--- src/rtl/iog_pkg.sv ---
`timescale 1ns/1ps
package iog_pkg;
  localparam int NCLS = 4;

  typedef enum logic [1:0] {
    CLS_DIN  = 2'd0,
    CLS_DOUT = 2'd1,
    CLS_MRD  = 2'd2,
    CLS_MWR  = 2'd3
  } cls_e;

  typedef enum logic [1:0] {
    CH_RELAX  = 2'd0,
    CH_P2P    = 2'd1,
    CH_GLOBAL = 2'd2,
    CH_RSVD   = 2'd3
  } chan_e;

  // Widen a class mask: I and R merge, O and W merge.
  function automatic logic [NCLS-1:0] widen_set(input logic [NCLS-1:0] s);
    logic rd_side, wr_side;
    rd_side = s[CLS_DIN] | s[CLS_MRD];
    wr_side = s[CLS_DOUT] | s[CLS_MWR];
    return s | {wr_side, rd_side, wr_side, rd_side};
  endfunction
endpackage

--- src/rtl/iog_classify.sv ---
`timescale 1ns/1ps
module iog_classify
  import iog_pkg::*;
(
  input  logic [1:0] op,
  input  logic       pma_io,
  input  logic       pg_ovr,
  input  logic       virt,
  input  logic       hint,
  output logic       is_acc,
  output logic       is_fence,
  output logic       late,
  output logic       acqrel,
  output logic [1:0] cls
);
  logic promote;
  logic dev_side;

  always_comb begin
    promote  = virt & pg_ovr;
    dev_side = pma_io | promote;
    is_fence = op[1];
    is_acc   = ~op[1];
    acqrel   = is_acc & promote & hint;
    late     = is_acc & promote & ~hint;
    if (op[0]) cls = dev_side ? CLS_DOUT : CLS_MWR;
    else       cls = dev_side ? CLS_DIN  : CLS_MRD;
  end
endmodule

--- src/rtl/iog_counter.sv ---
`timescale 1ns/1ps
module iog_counter #(
  parameter int W = 4
) (
  input  logic         clk,
  input  logic         rst_n,
  input  logic         inc,
  input  logic         dec,
  output logic [W-1:0] cnt,
  output logic         zero,
  output logic         full
);
  logic dec_ok;

  assign dec_ok = dec & (cnt != '0);
  assign zero   = (cnt == '0);
  assign full   = &cnt;

  always_ff @(posedge clk) begin
    if (!rst_n) begin
      cnt <= '0;
    end else begin
      case ({inc, dec_ok})
        2'b10:   cnt <= cnt + 1'b1;
        2'b01:   cnt <= cnt - 1'b1;
        default: cnt <= cnt;
      endcase
    end
  end
endmodule

--- src/rtl/iog_fence_ctl.sv ---
`timescale 1ns/1ps
module iog_fence_ctl
  import iog_pkg::*;
(
  input  logic            clk,
  input  logic            rst_n,
  input  logic            take,
  input  logic            strengthen,
  input  logic [NCLS-1:0] pred_in,
  input  logic [NCLS-1:0] succ_in,
  input  logic [NCLS-1:0] cls_zero,
  output logic            busy,
  output logic [NCLS-1:0] blk
);
  logic            pend_q;
  logic [NCLS-1:0] pred_q;
  logic [NCLS-1:0] blk_q;
  logic [NCLS-1:0] pred_eff;
  logic [NCLS-1:0] succ_eff;
  logic            drained;
  logic            new_clear;

  always_comb begin
    pred_eff  = strengthen ? widen_set(pred_in) : pred_in;
    succ_eff  = strengthen ? widen_set(succ_in) : succ_in;
    drained   = &(cls_zero | ~pred_q);
    new_clear = &(cls_zero | ~pred_eff);
    busy      = pend_q & ~drained;
    blk       = blk_q;
  end

  always_ff @(posedge clk) begin
    if (!rst_n) begin
      pend_q <= 1'b0;
      pred_q <= '0;
      blk_q  <= '0;
    end else if (take && !new_clear) begin
      pend_q <= 1'b1;
      pred_q <= pred_eff;
      blk_q  <= pred_eff | succ_eff;
    end else if (pend_q && drained) begin
      pend_q <= 1'b0;
      pred_q <= '0;
      blk_q  <= '0;
    end
  end
endmodule

--- src/rtl/io_order_gate.sv ---
`timescale 1ns/1ps
module io_order_gate
  import iog_pkg::*;
#(
  parameter int CNT_W = 4,
  parameter int DEV_W = 2,
  parameter int TAG_W = 4
) (
  input  logic             clk,
  input  logic             rst_n,
  input  logic             virt_mode,
  input  logic             strengthen,
  input  logic             in_valid,
  output logic             in_ready,
  input  logic [1:0]       in_op,
  input  logic             in_io,
  input  logic [1:0]       in_chan,
  input  logic [DEV_W-1:0] in_dev,
  input  logic             in_pgovr,
  input  logic             in_hint,
  input  logic [3:0]       in_pred,
  input  logic [3:0]       in_succ,
  input  logic [TAG_W-1:0] in_tag,
  output logic             out_valid,
  input  logic             out_ready,
  output logic [1:0]       out_class,
  output logic             out_acqrel,
  output logic [1:0]       out_chan,
  output logic [DEV_W-1:0] out_dev,
  output logic [TAG_W-1:0] out_tag,
  input  logic             rsp_valid,
  input  logic [1:0]       rsp_class,
  input  logic [1:0]       rsp_chan,
  input  logic [DEV_W-1:0] rsp_dev,
  output logic             replay
);
  localparam int NDEV = 1 << DEV_W;

  logic                       is_acc, is_fence, late, acqrel;
  logic [1:0]                 cls;
  logic [NCLS-1:0]            cls_zero, cls_full;
  logic [NCLS-1:0][CNT_W-1:0] cls_cnt;
  logic [NDEV-1:0]            p2p_zero, p2p_full;
  logic [NDEV-1:0][CNT_W-1:0] p2p_cnt;
  logic                       glob_zero, glob_full;
  logic [CNT_W-1:0]           glob_cnt;
  logic                       fence_busy;
  logic [NCLS-1:0]            fence_blk;
  logic                       all_zero;
  logic                       acq_hold_q, acq_busy;
  logic                       st_fence, st_acq, st_full, st_chan, stall;
  logic                       fire, fence_take;

  iog_classify u_cls (
    .op       (in_op),
    .pma_io   (in_io),
    .pg_ovr   (in_pgovr),
    .virt     (virt_mode),
    .hint     (in_hint),
    .is_acc   (is_acc),
    .is_fence (is_fence),
    .late     (late),
    .acqrel   (acqrel),
    .cls      (cls)
  );

  // Per-class outstanding counts.
  for (genvar c = 0; c < NCLS; c++) begin : g_cls
    iog_counter #(.W(CNT_W)) u_cnt (
      .clk   (clk),
      .rst_n (rst_n),
      .inc   (fire && (cls == c[1:0])),
      .dec   (rsp_valid && (rsp_class == c[1:0])),
      .cnt   (cls_cnt[c]),
      .zero  (cls_zero[c]),
      .full  (cls_full[c])
    );
  end

  // Point-to-point channel: one count per device.
  for (genvar d = 0; d < NDEV; d++) begin : g_p2p
    iog_counter #(.W(CNT_W)) u_cnt (
      .clk   (clk),
      .rst_n (rst_n),
      .inc   (fire && (in_chan == CH_P2P) && (in_dev == d[DEV_W-1:0])),
      .dec   (rsp_valid && (rsp_chan == CH_P2P) && (rsp_dev == d[DEV_W-1:0])),
      .cnt   (p2p_cnt[d]),
      .zero  (p2p_zero[d]),
      .full  (p2p_full[d])
    );
  end

  // Global channel: one shared count.
  iog_counter #(.W(CNT_W)) u_glob (
    .clk   (clk),
    .rst_n (rst_n),
    .inc   (fire && (in_chan == CH_GLOBAL)),
    .dec   (rsp_valid && (rsp_chan == CH_GLOBAL)),
    .cnt   (glob_cnt),
    .zero  (glob_zero),
    .full  (glob_full)
  );

  iog_fence_ctl u_fence (
    .clk        (clk),
    .rst_n      (rst_n),
    .take       (fence_take),
    .strengthen (strengthen),
    .pred_in    (in_pred),
    .succ_in    (in_succ),
    .cls_zero   (cls_zero),
    .busy       (fence_busy),
    .blk        (fence_blk)
  );

  always_comb begin
    all_zero = &cls_zero;
    acq_busy = acq_hold_q & ~all_zero;
    st_fence = fence_busy & fence_blk[cls];
    st_acq   = acq_busy | (acqrel & ~all_zero);
    st_full  = cls_full[cls];
    st_chan  = 1'b0;
    case (in_chan)
      CH_P2P:    st_chan = ~p2p_zero[in_dev] | p2p_full[in_dev];
      CH_GLOBAL: st_chan = ~glob_zero | glob_full;
      default:   st_chan = 1'b0;
    endcase
    stall = st_fence | st_acq | st_full | st_chan;
  end

  assign out_valid  = in_valid & is_acc & ~late & ~stall;
  assign fire       = out_valid & out_ready;
  assign fence_take = in_valid & is_fence & ~fence_busy;
  assign replay     = in_valid & late;
  assign in_ready   = is_fence ? ~fence_busy
                    : (late ? 1'b1 : (out_ready & ~stall));

  assign out_class  = cls;
  assign out_acqrel = acqrel;
  assign out_chan   = in_chan;
  assign out_dev    = in_dev;
  assign out_tag    = in_tag;

  always_ff @(posedge clk) begin
    if (!rst_n)               acq_hold_q <= 1'b0;
    else if (fire && acqrel)  acq_hold_q <= 1'b1;
    else if (all_zero)        acq_hold_q <= 1'b0;
  end
endmodule

--- config.mk ---
export PLATFORM = sky130hd
export DESIGN_NAME = io_order_gate
export DESIGN_NICKNAME = d
export VERILOG_FILES = /design/src/rtl/iog_pkg.sv /design/src/rtl/iog_classify.sv /design/src/rtl/iog_counter.sv /design/src/rtl/iog_fence_ctl.sv /design/src/rtl/io_order_gate.sv
export SDC_FILE = /design/constraint.sdc
export NUM_CORES = 1
export LEC_CHECK = 0
export ABC_AREA = 1
export BUFFER_PORTS_ARGS = -buffer_cell sky130_fd_sc_hd__buf_4
export CAP_MARGIN = 0
export CORE_MARGIN = 5
export CORE_UTILIZATION = 40
export CTS_BUF_LIST = sky130_fd_sc_hd__clkbuf_4 sky130_fd_sc_hd__clkbuf_8 sky130_fd_sc_hd__clkbuf_16
export CTS_CLUSTER_DIAMETER = 120
export CTS_CLUSTER_SIZE = 8
export DETAILED_ROUTE_END_ITERATION = 12
export PLACE_DENSITY_LB_ADDON = 0.3
export SETUP_SLACK_MARGIN = 0.3
export SLEW_MARGIN = 20
export SYNTH_ARGS = -nofsm -noshare
export SYNTH_HDL_FRONTEND = slang
export SYNTH_HIERARCHICAL = 1
export SYNTH_SLANG_ARGS = --single-unit
--- constraint.sdc ---
create_clock -name clk -period 4 [get_ports clk]
set_input_delay 0.6 -clock clk [delete_from_list [all_inputs] [get_ports clk]]
set_output_delay 0.6 -clock clk [all_outputs]
set_load 0.01 [all_outputs]
==> results of run 1 <==
## Yosys cell counts (all sizes together)
master,count
inv,142
nand2,125
a21oi,52
dfxtp,46
nand3,45
nor2,34
o21ai,31
ha,29
nor4,19
nor3,17
buf,14
fa,9
or2,9
xnor2,9
nand4,3
and2,1
clkinv,1
nor3b,1
o21bai,1
## registers in the layout, indices dropped and copies added, names as in the netlist
signal and flops:
u_glob/cnt 4, acq_hold_q 1, u_fence/pend_q 1, u_fence/blk 4, u_fence/pred_q 4, g_cls.u_cnt/cnt 16
g_p2p.u_cnt/cnt 16
## layer usage
metal | routed length [um] | up-vias
li1 | - | 1913
met1 | 3800 | 1598
met5 | 0 | -
met4 | 187 | 0
met2 | 4200 | 62
met3 | 377 | 16
## final cells by class
| class | instances | area, um2 |
|---|---|---|
| Clock buffer | 7 | 90.1 |
| Fill cell | 1010 | 5280 |
| Clock inverter | 1 | 5.00 |
| Timing Repair Buffer | 39 | 293 |
| Inverter | 143 | 537 |
| Sequential cell | 46 | 921 |
| Multi-Input combinational cell | 385 | 2300 |
| Tap cell | 133 | 166 |
## stage by stage
stage          power [mW]  util (%)  cells  worst slack [ns]
6_report             1.04      45.0    754             0.763
2_1_floorplan       0.676         -    588             0.986
5_1_grt              1.11      45.0    754             0.442
3_3_place_gp        0.739      44.0    746             0.712
3_5_place_dp        0.746      44.0    746             0.659
4_1_cts              1.06      45.0    754             0.733
## report_power, final
| group | internal [mW] | switching, mW |
|---|---|---|
| clock | 0.146 | 0.156 |
| combinational | 0.0947 | 0.145 |
| sequential | 0.478 | 0.0176 |
| total | 0.719 | 0.318 |
## cells by family (layout without fill, tap and decap cells)
group                      after synthesis  in the layout  share of synthesized area [%]
and+or+nand+nor                        254            254                           32.2
buffers and inverters                  157            190                           16.8
adders and majority gates               38             38                           14.0
AOI/OAI and AO/OA                       84             84                           11.2
DFF                                     46             46                           23.7
xor gates and xnor gates                 9              9                           2.03
## critical path: cells and delay by family, from the launching register on
kind	cells	cell delay [ns]
compound gates	1	0.19
fa+ha+maj	2	0.58
buf+inv	5	0.32
flops	1	0.35
simple gates	11	1.69
## worst max-delay path by stage
stage | depth (start not counted) | start | to | slack [ns]
6_report | 19 | g_cls[2].u_cnt/cnt[3]$_SDFFE_PN0P_ | g_cls[0].u_cnt/cnt[3]$_SDFFE_PN0P_ | 0.76
5_1_grt | 19 | g_cls[2].u_cnt/cnt[3]$_SDFFE_PN0P_ | g_p2p[3].u_cnt/cnt[3]$_SDFFE_PN0P_ | 0.44
4_1_cts | 19 | g_cls[2].u_cnt/cnt[3]$_SDFFE_PN0P_ | g_cls[0].u_cnt/cnt[3]$_SDFFE_PN0P_ | 0.73
3_5_place_dp | 18 | virt_mode | g_cls[0].u_cnt/cnt[3]$_SDFFE_PN0P_ | 0.66
3_3_place_gp | 18 | virt_mode | g_p2p[3].u_cnt/cnt[3]$_SDFFE_PN0P_ | 0.71
2_1_floorplan | 17 | virt_mode | g_p2p[0].u_cnt/cnt[3]$_SDFFE_PN0P_ | 0.99
==> metrics.txt, run 1 <==
n_diodes=0; Tmin final=3.24 ns; worst r2r src=g_cls[2].u_cnt/cnt[3]$_SDFFE_PN0P_; dominant cell type by area after synthesis=dfxtp_1; capturing point of the worst reg2reg path=g_cls[0].u_cnt/cnt[3]$_SDFFE_PN0P_; number of global-route vias before repair=3534; Hold EP=u_fence/blk[3]$_SDFFE_PN0P_; io pins=48; antenna violations before repair=0; Clk pin slew, worst setup/hold paths=0.08 ns; synthesized cell area=3880 um2; highest clock rate=309 MHz; post-route clock period utilization=80.9%; cell row count=36; CTS sink count=46; TritonCTS clock tree=built; worst-skew pair later-pin latency=approximately 0.30 ns; Area Growth Syn to Fin=11.3%; Hold Crit Class=flip-flop to flip-flop; Syn Area/Cell=6.60 um2; crit-path max FO=10; Crit Path Class=flip-flop to flip-flop; pin count of the biggest net entering global routing=30; Total Neg Setup Slack=0 ns; startpoint types=flip-flop; final hold slack=about 0.5 ns; vias after detailed routing=3589; grt met1 use=between 15 and 20%; number of synthesized register bits=46; worst reg-to-reg path cell count=19; CTS root buffer=clkbuf_8; drc violations=0; NumNets Final=692; gr ovfl total=0; First-pass DRT Iterations=4; CTS Hold Bufs=0; Leak Pwr=2.16 nW; PortBufs=39; Post-CTS Setup Inserts=0; Initial Util=about 40%; outcome=complete, no violations; Hold Crit Start=u_fence/blk[3]$_SDFFE_PN0P_; Syn Nets=660; Critical Path Max Stage Delay=about 0.47 ns; DPL Wire Length=7050 um; Die Footprint=11800 um2; Core Region=9590 um2; Total Wirelength=8570 um; Vias/cell=4.76; CTS Buf Count=5; skew final=about 0.0075 ns; Arr. time, crit path=3.45 ns; GRT busiest layer=met2; CP most frequent cell=inv_1; pwr dens=240 nW/um2; Placer Congestion=0.857; fraction of layout cells with a size suffix above 1=15.3%; GR Util met3=2.45%; Post-Synthesis Cells=588; Crit path required time=4.21 ns; wire length per cell=11.4 um; Finish-stage setup viols=0; Least-Margin Pin Slew=0.694 ns; top cell type's share of synthesized area=a little under a quarter; maximum vdd drop=~0.13 mV; Placement Cell Area=4220 um2; post_cts resized=0; max cap viols=0; chip height=108 um; first-pass GRT wire length=14800 um; Slew Limit Fails=0; FF-to-FF setup slack=0.76 ns; RSZ-0062 raised after global routing=no; most used cells in the layout excluding fill and tap cells=124 x inv_1, 110 x nand2_1, 52 x a21oi_1; Yosys cell types=29; met2 usage=28.4%; initial drt markers=between 100 and 150; Yosys warnings=6; chip width=108 um; most common cell after layout, fill and taps aside=inv_1; Hold Fails Final Rpt=0; Clock Tree Buf Depth=2; Crit-path slowest cell=nor4_2; sequential share of the synthesized area=23.7%; critical path capture point type=flip-flop; synth top area cells=dfxtp_1 24%, inv_1 12%, nand2_1 11%; Antenna Violating Nets Remaining=0; H-tree depth=2; total track usage=15.4%; hold path cells=2; critical-path cell list=nor4_2 -> inv_2 -> nand2_1 -> nand2_1 -> o21ai_1 -> inv_1 -> inv_1 -> nor2_1 -> nor2_2 -> nand4_4 -> nor3_1 -> inv_1 -> ha_1 -> ha_1 -> or2_1 -> nand3_1 -> nand3_1 -> nand2_1 -> inv_1; final instance area=4320 um2; Worst slew margin=53.5%
(Power assumes the default switching activity.)
==> run 2: changes to the inputs <==
==> constraint.sdc (replaced) <==
create_clock -name clk -period 3.1 [get_ports clk]
set_input_delay 0.465 -clock clk [delete_from_list [all_inputs] [get_ports clk]]
set_output_delay 0.465 -clock clk [all_outputs]
set_load 0.01 [all_outputs]
==> metrics.txt, run 2 (synthesized netlist as in run 1, its figures left out) <==
Placer Congestion=0.843 (was 0.857); CP startpoint=g_cls[2].u_cnt/cnt[2]$_SDFFE_PN0P_ (was g_cls[2].u_cnt/cnt[3]$_SDFFE_PN0P_); Cells after DPL=761 (was 746); post-route clock period utilization=94.0% (was 80.9%); Clk pin slew, worst setup/hold paths=0.10 ns (was 0.08 ns); gr ovfl total=0 (unchanged); total power draw=1.52 mW (was 1.04 mW); startpoint types=flip-flop (unchanged); first-pass GRT wire length=16600 um (was 14800 um); Finish-stage setup viols=0 (unchanged); CTS Buf Count=5 (unchanged); CTS root buffer=clkbuf_8 (unchanged); Antenna Violating Nets Remaining=0 (unchanged); most used cells in the layout excluding fill and tap cells=116 x inv_1, 98 x nand2_1, 81 x buf_4 (was 124 x inv_1, 110 x nand2_1, 52 x a21oi_1); fraction of layout cells with a size suffix above 1=34.8% (was 15.3%); DPL Wire Length=6890 um (was 7050 um); highest clock rate=343 MHz (was 309 MHz); Top Registers=g_cls.u_cnt/cnt: 16 flops, g_p2p.u_cnt/cnt: 16 flops (unchanged); wire length per cell=12.3 um (was 11.4 um); Placement Cell Area=4340 um2 (was 4220 um2); Die Footprint=11800 um2 (unchanged); Vias/cell=4.83 (was 4.76); Leak Pwr=2.44 nW (was 2.16 nW); Crit Path Class=flip-flop to flip-flop (unchanged); Place WS=0.0114 ns (was 0.659 ns); non-filler cells, final=800 (was 754); Core Region=9590 um2 (unchanged); critical path capture point type=flip-flop (unchanged); CP Capture Point=g_cls[2].u_cnt/cnt[3]$_SDFFE_PN0P_ (was g_cls[0].u_cnt/cnt[3]$_SDFFE_PN0P_); pwr dens=292 nW/um2 (was 240 nW/um2); RSZ-0062 raised after global routing=yes (was no); PortBufs=39 (unchanged); Arr. time, crit path=3.13 ns (was 3.45 ns); antenna violations before repair=0 (unchanged); First-pass DRT Iterations=4 (unchanged); Tmin final=2.91 ns (was 3.24 ns); net load switching power=475 uW (was 318 uW); crit-path max FO=5 (was 10); Total Wirelength=9870 um (was 8570 um); chip width=108 um (unchanged); Worst slew margin=46.8% (was 53.5%); final instance area=5210 um2 (was 4320 um2); max cap viols=0 (unchanged); io pins=48 (unchanged); internal power=1.05 mW (was 719 uW); Clk pwr share=30.6% (was 29.1%); power share of the combinational group=27.1% (was 23.1%); worst reg-to-reg path cell count=19 (unchanged); total track usage=17.2% (was 15.4%); sw frac=31.2% (was 30.7%); Hold Crit Start=u_fence/blk[3]$_SDFFE_PN0P_ (unchanged); Total Neg Setup Slack=0 ns (unchanged); Least-Margin Pin Slew=0.792 ns (was 0.694 ns); H-tree depth=2 (unchanged); Crit path required time=3.32 ns (was 4.21 ns); drc violations=0 (unchanged); Area Growth Syn to Fin=34.4% (was 11.3%); cell row count=36 (unchanged); skew final=0.0112 ns (was 0.00746 ns); maximum vdd drop=0.204 mV (was 0.134 mV); initial drt markers=178 (was 118); Final WS setup=0.187 ns (was 0.763 ns); TritonCTS clock tree=built (unchanged); Hold Fails Final Rpt=0 (unchanged); Clock Tree Buf Depth=2 (unchanged); pin count of the biggest net entering global routing=30 (unchanged); NumNets Final=738 (was 692); CTS sink count=46 (unchanged); FF-to-FF setup slack=0.19 ns (was 0.76 ns); Hold Crit Class=flip-flop to flip-flop (unchanged); worst r2r src=g_cls[2].u_cnt/cnt[2]$_SDFFE_PN0P_ (was g_cls[2].u_cnt/cnt[3]$_SDFFE_PN0P_); vias after detailed routing=3861 (was 3589); number of global-route vias before repair=3753 (was 3534); Slew Limit Fails=0 (unchanged); Reg power frac=42.2% (was 47.8%); Initial Util=40.4% (unchanged); chip height=108 um (unchanged); worst-skew pair later-pin latency=0.31 ns (was 0.30 ns); outcome=complete, no violations (unchanged); most common cell after layout, fill and taps aside=inv_1 (unchanged); capturing point of the worst reg2reg path=g_cls[2].u_cnt/cnt[3]$_SDFFE_PN0P_ (was g_cls[0].u_cnt/cnt[3]$_SDFFE_PN0P_); n_diodes=0 (unchanged)
## run 2: power groups by stage
stage,Sequential (mW),Clock (mW),Combinational (mW)
3_5_place_dp,0.653,0,0.336
6_report,0.643,0.467,0.414
3_3_place_gp,0.653,0,0.332
2_1_floorplan,0.647,0,0.226
4_1_cts,0.645,0.481,0.378
5_1_grt,0.647,0.509,0.459
## run 2: area by class of cell
| type | instances | area [um2] |
|---|---|---|
| inverter | 143 | 542 |
| sequential | 46 | 960 |
| tap | 133 | 166 |
| timing repair buffer | 84 | 642 |
| multi-input combinational | 386 | 2790 |
| fill | 917 | 4380 |
| clock buffer | 5 | 68.8 |
| clock inverter | 3 | 43.8 |
## run 2: how the worst min path moves through the flow
stage | end | cells after the start
finish | u_fence/blk[3]$_SDFFE_PN0P_ | 2
global route | u_fence/pred_q[0]$_SDFFE_PN0P_ | 2
CTS | u_fence/blk[2]$_SDFFE_PN0P_ | 2
detailed placement | u_fence/blk[3]$_SDFFE_PN0P_ | 2
global placement | u_fence/blk[0]$_SDFFE_PN0P_ | 2
floorplan | u_fence/blk[0]$_SDFFE_PN0P_ | 2
## run 2: what timing repair did
| action | in CTS | in global routing |
|---|---|---|
| pin swaps | 40 | 38 |
| hold buffers | 0 | 0 |
| setup buffers | 21 | 9 |
| gates cloned | 1 | 0 |
| resized for setup | 60 | 66 |
| setup endpoints to repair | 27 | 38 |
## run 2: worst max-delay path, cell delays in order (launching register included)
cell     delay, ns
dfxtp_4       0.37
nor4_4        0.33
inv_2         0.08
nand2_2       0.08
nand2_2       0.06
o21ai_2       0.14
inv_1         0.07
inv_2         0.06
nor2_2        0.05
nor2_4        0.18
nand4_4       0.21
nor3_2        0.24
inv_1         0.10
ha_4          0.19
ha_4          0.21
or2_1         0.22
nand3_1       0.08
nand3_1       0.08
nand2_1       0.06
inv_1         0.03
## run 2: metrics by stage
stage / hold slack (ns) / utilization (%)
final: 0.488 / 54.3
after floorplan: 0.457 / -
after CTS: 0.490 / 51.7
after detailed placement: 0.476 / 45.2
after global routing: 0.520 / 54.3
after global placement: 0.467 / 45.2
## run 2: per-layer routing
metal / vias to the layer above / track usage, % / part of all wire [%]
met5: - / 0 / 0
met4: 0 / 4.51 / 0.96
li1: 2009 / - / -
met1: 1782 / 21.1 / 43
met2: 61 / 31.2 / 52
met3: 9 / 2.69 / 4.0
